==> src/rtl/spike_pkg.sv <==
package spike_pkg;
    localparam int HIST_DEPTH = 3;
    localparam int FILL_W     = $clog2(HIST_DEPTH + 1);

    // newest, middle, oldest of one bit
    typedef struct packed {
        logic newest;
        logic middle;
        logic oldest;
    } bit_hist_t;

    function automatic logic is_spike(input bit_hist_t h);
        return (h.newest == h.oldest) && (h.newest != h.middle);
    endfunction
endpackage

==> src/rtl/spike_sync.sv <==
module spike_sync #(
    parameter int WIDTH  = 8,
    parameter int STAGES = 2
) (
    input  logic             clk,
    input  logic [WIDTH-1:0] d_i,
    output logic [WIDTH-1:0] q_o
);
    logic [WIDTH-1:0] stage [STAGES];

    always_ff @(posedge clk) stage[0] <= d_i;

    for (genvar s = 1; s < STAGES; s++) begin : g_stage
        always_ff @(posedge clk) stage[s] <= stage[s-1];
    end

    assign q_o = stage[STAGES-1];
endmodule

==> src/rtl/spike_hist.sv <==
module spike_hist
    import spike_pkg::*;
#(
    parameter int WIDTH = 8
) (
    input  logic             clk,
    input  logic             rst,
    input  logic [WIDTH-1:0] sample_i,
    output logic [WIDTH-1:0] trig_o
);
    localparam logic [FILL_W-1:0] FULL = FILL_W'(HIST_DEPTH);

    logic [WIDTH-1:0]  h_new, h_mid, h_old;
    logic [FILL_W-1:0] fill;
    logic              full;

    always_ff @(posedge clk) begin
        if (rst) begin
            h_new <= '0;
            h_mid <= '0;
            h_old <= '0;
            fill  <= '0;
        end else begin
            h_new <= sample_i;
            h_mid <= h_new;
            h_old <= h_mid;
            if (fill != FULL) fill <= fill + 1'b1;
        end
    end

    assign full = (fill == FULL);

    for (genvar b = 0; b < WIDTH; b++) begin : g_decode
        bit_hist_t hb;
        assign hb        = '{newest: h_new[b], middle: h_mid[b], oldest: h_old[b]};
        assign trig_o[b] = full & is_spike(hb);
    end

    // history shifts one slot per clock
    a_r1_shift_mid: assert property (@(posedge clk) disable iff (rst)
        1'b1 |=> (h_mid == $past(h_new)));
    a_r1_shift_old: assert property (@(posedge clk) disable iff (rst)
        1'b1 |=> (h_old == $past(h_mid)));
    // fill count only grows until full and then stays
    a_r4_fill_hold: assert property (@(posedge clk) disable iff (rst)
        full |=> full);
endmodule

==> src/rtl/spike_event.sv <==
module spike_event #(
    parameter int WIDTH = 8,
    parameter int CNT_W = 16
) (
    input  logic             clk,
    input  logic             rst,
    input  logic [WIDTH-1:0] trig_i,
    input  logic             clr_i,
    output logic             any_o,
    output logic [WIDTH-1:0] flag_o,
    output logic [CNT_W-1:0] cnt_o
);
    localparam logic [CNT_W-1:0] CNT_MAX = '1;

    logic             any_q;
    logic [WIDTH-1:0] flag_q;
    logic [CNT_W-1:0] cnt_q;
    logic             hit;

    assign hit = |trig_i;

    always_ff @(posedge clk) begin
        if (rst) begin
            any_q  <= 1'b0;
            flag_q <= '0;
            cnt_q  <= '0;
        end else begin
            any_q  <= hit;
            flag_q <= (clr_i ? '0 : flag_q) | trig_i;
            if (hit && cnt_q != CNT_MAX) cnt_q <= cnt_q + 1'b1;
        end
    end

    assign any_o  = any_q;
    assign flag_o = flag_q;
    assign cnt_o  = cnt_q;

    a_r5_any_follows: assert property (@(posedge clk) disable iff (rst)
        (trig_i != '0) |=> any_o);
    a_r5_any_quiet: assert property (@(posedge clk) disable iff (rst)
        (trig_i == '0) |=> !any_o);
    a_r6_flag_sets: assert property (@(posedge clk) disable iff (rst)
        (trig_i != '0) |=> ((flag_o & $past(trig_i)) == $past(trig_i)));
    a_r6_flag_holds: assert property (@(posedge clk) disable iff (rst)
        !clr_i |=> ((flag_o & $past(flag_o)) == $past(flag_o)));
    a_r7_cnt_step: assert property (@(posedge clk) disable iff (rst)
        1'b1 |=> (cnt_o == $past(cnt_o) || cnt_o == $past(cnt_o) + 1'b1));
    a_r7_cnt_sat: assert property (@(posedge clk) disable iff (rst)
        (cnt_o == CNT_MAX) |=> (cnt_o == CNT_MAX));
endmodule

==> src/rtl/spike_watch.sv <==
module spike_watch #(
    parameter int WIDTH       = 8,
    parameter int CNT_W       = 16,
    parameter int SYNC_STAGES = 2
) (
    input  logic             clk,
    input  logic             rst,
    input  logic [WIDTH-1:0] data_in,
    input  logic             clr_flags,
    output logic [WIDTH-1:0] bit_trig,
    output logic             any_trig,
    output logic [WIDTH-1:0] flags,
    output logic [CNT_W-1:0] event_cnt
);
    logic [WIDTH-1:0] synced;

    spike_sync #(.WIDTH(WIDTH), .STAGES(SYNC_STAGES)) u_sync (
        .clk (clk),
        .d_i (data_in),
        .q_o (synced)
    );

    spike_hist #(.WIDTH(WIDTH)) u_hist (
        .clk      (clk),
        .rst      (rst),
        .sample_i (synced),
        .trig_o   (bit_trig)
    );

    spike_event #(.WIDTH(WIDTH), .CNT_W(CNT_W)) u_event (
        .clk    (clk),
        .rst    (rst),
        .trig_i (bit_trig),
        .clr_i  (clr_flags),
        .any_o  (any_trig),
        .flag_o (flags),
        .cnt_o  (event_cnt)
    );
endmodule

==> config.mk <==
export PLATFORM = sky130hd
export DESIGN_NAME = spike_watch
export DESIGN_NICKNAME = d
export VERILOG_FILES = /design/src/rtl/spike_pkg.sv /design/src/rtl/spike_sync.sv /design/src/rtl/spike_hist.sv /design/src/rtl/spike_event.sv /design/src/rtl/spike_watch.sv
export SDC_FILE = /design/constraint.sdc
export NUM_CORES = 1
export LEC_CHECK = 0
export BUFFER_PORTS_ARGS = -buffer_cell sky130_fd_sc_hd__buf_4
export CORE_UTILIZATION = 49
export DETAILED_ROUTE_END_ITERATION = 8
export GPL_TIMING_DRIVEN = 0
export MAX_ROUTING_LAYER = met4
export PLACE_DENSITY = 0.81
export SYNTH_ARGS = -nofsm -noshare
export SYNTH_HDL_FRONTEND = slang
export SYNTH_HIERARCHICAL = 1
export SYNTH_SLANG_ARGS = --single-unit
==> constraint.sdc <==
create_clock -name clk -period 2.2 [get_ports clk]
set_input_delay 0.44 -clock clk [delete_from_list [all_inputs] [get_ports clk]]
set_output_delay 0.44 -clock clk [all_outputs]
set_load 0.03 [all_outputs]
Yosys cells after proc, flatten, opt, wreduce, memory -nomap -nowiden
Memories as Yosys holds them, arrays and structs flattened. A register that Yosys moved wholly into a read port is not among the register bits.
Cells that the tools add are included.
{"block": "totals", "ff_bits": 43, "latchBits": 0, "ram_bits": 16, "mem_bits_ro": 0, "inputBits": 11, "output_inout_bits": 33, "elab_cells": 48, "n_memories": 1}
{"block": "op_classes", "n_addsub": 2, "multipliers": 0, "div": 0, "n_lt_le_gt_ge": 0, "n_eq_ne": 19, "shift": 0, "mux": 1, "n_bitwise": 9, "reduce_logical": 10}
{"memory": "u_sync.stage", "words": 2, "word_bits": 8, "rd": 2, "rd_clocked_by_memory_dff": 1, "write_ports": 2, "line_no": "spike_sync.sv:9", "rtl": "logic [WIDTH-1:0] stage [STAGES];"}
{"operator": "16-bit by 1-bit adder with 16-bit output, second input constant", "count": 1}
{"operator": "16-bit != test, second input constant", "count": 1}
{"operator": "1-bit logical AND", "count": 9}
{"operator": "1-bit bitwise AND", "count": 8}
{"operator": "1-bit == test", "count": 8}
{"operator": "8-bit two-way mux", "count": 1}
{"operator": "1-bit != test", "count": 8}
{"operator": "8-bit OR", "count": 1}
{"operator": "8-bit OR reduction", "count": 1}
{"operator": "2-bit by 1-bit adder with 2-bit output, second input constant", "count": 1}
{"operator": "2-bit == test, second input constant", "count": 1}
{"operator": "2-bit != test, second input constant", "count": 1}

Depth between registers and ports, before layout
{"block": "logic_depth", "ltp_word": 5, "ltp_mapped": 9, "mapped_depth_nobuf": 7}

Modules after synthesis
Netlist, hierarchy kept.
{"module": "spike_event", "n_inst": 1, "cells_per_inst": 131, "area_each_um2": 1144.8, "seq_area_each_um2": 500.5}
{"module": "spike_hist", "n_inst": 1, "cells_per_inst": 82, "area_each_um2": 932.1, "seq_area_each_um2": 520.5}
{"module": "spike_sync", "n_inst": 1, "cells_per_inst": 24, "area_each_um2": 380.4, "seq_area_each_um2": 320.3}

Worst setup path after synthesis
No wires, ideal clock.
{"block": "synth_timing", "path_type": "register -> register", "start": "reg u_hist.fill[0]", "end": "reg u_event.cnt_q[15], in the netlist u_event/cnt_o[15]", "setup_ns": 0.115, "arrival_ns": 2.275, "t_required_ns": 2.085, "setup_slack_ns": -0.190, "stages_incl_launch_ff": 10, "n_path_buf": 2, "period_less_slack_ns": 2.390, "cell_sequence": "dfxtp_1 -> ha_1 -> buf_6 -> nand4b_1 -> nand2_1 -> or4_1 -> o21ai_2 -> buf_4 -> nor4_1 -> o21a_1"}
{"block": "synth_via", "elab_chain_cells": 4, "word_cells_on_any_way": 11, "cone_classes": "eq/ne (1); bitwise (8); reduce/logical (2)"}
{"item": "start: declaration", "line_no": "spike_hist.sv:14", "rtl": "logic [FILL_W-1:0] fill;"}
{"item": "start signal: assignment", "line_no": "spike_hist.sv:27", "rtl": "if (fill != FULL) fill <= fill + 1'b1;"}
{"item": "2-bit == test", "line_no": "spike_hist.sv:31", "rtl": "assign full = (fill == FULL);"}
{"item": "1-bit bitwise AND", "line_no": "spike_hist.sv:36", "rtl": "assign trig_o[b] = full & is_spike(hb);"}
{"item": "net bit_trig[2]", "line_no": "spike_watch.sv:10", "rtl": "output logic [WIDTH-1:0] bit_trig,"}
{"item": "8-bit OR reduction", "line_no": "spike_event.sv:20", "rtl": "assign hit = |trig_i;"}
{"item": "1-bit logical AND", "line_no": "spike_event.sv:30", "rtl": "if (hit && cnt_q != CNT_MAX) cnt_q <= cnt_q + 1'b1;"}
{"item": "end signal: assignment", "line_no": "spike_event.sv:30"}
{"item": "end: declaration", "line_no": "spike_event.sv:17", "rtl": "logic [CNT_W-1:0] cnt_q;"}
The timed path passes the listed nets, and every way through them passes these cells.
A chain may end at the register's enable or synchronous reset.

Final worst setup path
{"block": "layout_timing", "start": "reg u_hist.fill[0]", "end": "reg u_event.cnt_q[10], in the netlist u_event/cnt_o[10]"}
{"block": "layout_via", "elab_chain_cells": 4, "word_cells_on_any_way": 11, "cone_classes": "eq/ne (1); bitwise (8); reduce/logical (2)"}
{"item": "2-bit == test (*)", "line_no": "spike_hist.sv:31"}
{"item": "1-bit bitwise AND", "line_no": "spike_hist.sv:36"}
{"item": "8-bit OR reduction (*)", "line_no": "spike_event.sv:20"}
{"item": "1-bit logical AND (*)", "line_no": "spike_event.sv:30"}
Every way passes the cells marked *; elsewhere a longest branch is shown, timed or not.

==> impl_metrics.tcl <==
set metrics [dict create \
    status "finished clean" \
    path_cells "ha_4 -> buf_8 -> nand4b_1 -> nand2_2 -> or4_4 -> o21bai_4 -> buf_6 -> o31ai_2 -> a21oi_1" \
    syn_inst 237 \
    area_growth_pct 33.60 \
    grt_max_degree 15 \
    fmax_mhz 456.0 \
    p_per_area_nw_per_um2 796.7 \
    syn_avg_cell_area_um2 10.37 \
    dieHeight_um 72.82 \
    syn-cell-area_um2 2457 \
    wirelength_mm 5.303 \
    setup_ws_ns 0.007140 \
    drcViolationCount 0 \
    cp_top_family "simple AND/OR/NAND/NOR gates" \
    rsz0062_at_grt "yes" \
    clock-root-buffer "clkbuf_8" \
    period_needed_ns 2.193 \
    finalCritPeriodShare 0.9968 \
    arrival_ns 2.45 \
    hpwl_mm 3.357 \
    cts-htree-levels 3 \
    dr_total_vias 2015 \
    p_leak_uw 0.001357 \
    final_nets 315 \
    hold_viol_final 0 \
    ir_worst_vdd_uv 708.8 \
    cts_buffers 9 \
    tightest_slew_ns 0.6830 \
    finalSetupTns_ns 0 \
    reg2reg_to "u_event/cnt_o[10]" \
    syn_nets 250 \
    gp_congestion 0.8245 \
    hold_end "u_sync/stage[0][1]" \
    drive_above_1_share 0.3453 \
    drt-pass1-iter-count 4 \
    cp-end-kind "register" \
    fin_skew_ns 0.008973 \
    critical_path.max_stage_delay_ns 0.59 \
    drt_first_iter_violations 90 \
    vias_per_cell 5.388 \
    critical_path_peak_fanout 7 \
    grt-ovfl-total 0 \
    min_from "data_in[1]" \
    fp.dieArea_um2 5302 \
    antenna_found_initial 0 \
    ys_types 40 \
    setup_violations 0 \
    die_w_um 72.82 \
    hold_buffers 0 \
    clockBufferDepth 2 \
    grt_pass1_vias 1711 \
    n_antenna_cell 0 \
    final-max-slew-violation-count 0 \
    cts_tree "yes" \
    crit_required_ns 2.46 \
    drv_cap 0 \
    io_pins 44 \
    slowest_stage "or4_4" \
    row_count 25 \
    reg2reg_slack_ns 0.007 \
    seq_area_frac_synth 0.5458 \
    synth-edff-count 0 \
    grt_pass1_wl_mm 7.755 \
    clkLatencyLatePin_ns 0.34 \
    hold_depth 1 \
    hp-class "input port to register" \
    cts_sinks 67 \
    synth_flop_cell "dfxtp_1" \
    post-place-ws_ns -0.04279 \
    routedWlPerCell_um 14.18 \
    critPathKind "register to register" \
    rr_startpoint "u_hist/fill[0]" \
    holdWs_ns 0.1981 \
    reg2regPathDepth 9 \
    track_usage 0.2055 \
    core-area_um2 4786 \
    clk_pin_slew_worst_paths_ns 0.08 \
    numPortBuffers 43 \
    ys_seq_elements 67 \
    yosysWarnings 6 \
    critPathBufInv 2 \
    final_antenna_net_count 0 \
    relSlewSlack 0.5411 \
    startpoint_type "register" \
    start_util 0.5135 \
    synth-async-reset-ratio 0 \
]
## cells in the mapped netlist, types with 2 or more instances
| cell | count | area [um^2] |
|---|---|---|
| nand3_1 | 5 | 25.02 |
| and2b_1 | 10 | 75.07 |
| buf_2 | 2 | 10.01 |
| o31ai_1 | 7 | 52.55 |
| clkbuf_1 | 3 | 11.26 |
| inv_1 | 6 | 22.52 |
| o41ai_1 | 2 | 17.52 |
| nand4bb_1 | 8 | 90.09 |
| nor2b_1 | 15 | 93.84 |
| or4_1 | 10 | 75.07 |
| buf_4 | 10 | 75.07 |
| nor2_1 | 16 | 60.06 |
| mux2i_1 | 2 | 20.02 |
| nand4_1 | 3 | 18.77 |
| o21ai_0 | 4 | 20.02 |
| dfxtp_1 | 67 | 1341 |
| a21oi_1 | 18 | 90.09 |
| nand4b_1 | 8 | 70.07 |
| nand2_1 | 15 | 56.30 |
| ha_1 | 2 | 25.02 |
| or3_1 | 3 | 18.77 |
| nor4_1 | 3 | 18.77 |
## cell families (layout without fill, tap and decap cells)
group                      after synthesis  in the layout  share of synthesized area
and+or+nand+nor                        102            102                     0.2688
DFF                                     67             67                     0.5458
AOI/OAI and AO/OA                       40             40                     0.1059
buffers and inverters                   22             92                    0.05295
muxes                                    3              3                    0.01273
adders and majority gates                2              2                    0.01018
xor gates and xnor gates                 1              1                   0.003565
## flip-flops by register name (all words and copies together) (netlist names)
register and flops:
u_sync/stage 16, u_hist/h_old 8, u_hist/h_new 8, u_event/flag_o 8, u_event/any_o 1, u_event/cnt_o 16, u_hist/fill 2, u_hist/h_mid 8
## metal layers
metal  GRT usage  wire length, um  vias up
li1            -                -      986
met1      0.2196             2233      975
met2      0.3448             2821       50
met3     0.06630              206        4
met4     0.09804               41        0
met5           -                0        -
## where the power goes
part | total [uW] | switching (uW) | leakage (uW) | internal (uW)
clock network | 1130 | 484 | 0.000114 | 645
logic | 197 | 89.6 | 0.000692 | 107
registers | 1290 | 28.7 | 0.000551 | 1260
## metrics by stage
stage | instances | util | instance area, um^2 | power (uW)
after floorplan | 237 | - | 2487 | 1408
final | 374 | 0.6860 | 3283 | 2616
after CTS | 363 | 0.6583 | 3151 | 2599
after global routing | 374 | 0.6860 | 3283 | 2709
after global placement | 347 | 0.6047 | 2894 | 1455
after detailed placement | 347 | 0.6047 | 2894 | 1462
## how the worst max path moves through the flow
stage / startpoint / endpoint / slack, ns / cells past startpoint
after floorplan: u_hist/fill[0] / u_event/cnt_o[15] / 0.03 / 9
after global placement: u_hist/fill[0] / u_event/cnt_o[4] / -0.02 / 9
after detailed placement: u_hist/fill[0] / u_event/cnt_o[4] / -0.04 / 9
after CTS: u_hist/fill[0] / u_event/cnt_o[7] / 0.009 / 9
after global routing: u_hist/fill[0] / u_event/cnt_o[8] / -0.05 / 9
final: u_hist/fill[0] / u_event/cnt_o[10] / 0.007 / 9
## final cells by class
type,count,area (um^2)
fill,397,1503
buffer,16,118.9
inverter,6,22.52
sequential,67,1344
clock buffer,9,123.9
tap,67,83.83
multi-input combinational,148,1056
timing repair buffer,54,434.2
clock inverter,7,100.1
## placed cells by master (no fill, tap or decap), types with 3 or more instances in the layout
master     count
or4_1          7
nand4b_1       8
buf_4         58
or4_4          3
nand3_1        5
nand4_1        3
nor4_1         3
clkbuf_8       9
clkinv_4       3
o31ai_1        6
a21oi_1       17
or3_1          3
nand2_2        8
nand2_1        7
nor2b_1       15
o21ai_0        3
clkbuf_1       3
nand4bb_1      8
nor2_1        15
and2b_1       10
inv_1          6
dfxtp_1       65
buf_6          5
## what timing repair did
item	in CTS	in global routing
gates resized for setup	5	14
cloned	0	3
setup buffers	0	8
setup endpoints to repair	13	14
pin swaps	1	9
Power figures use the tool's default switching activity.
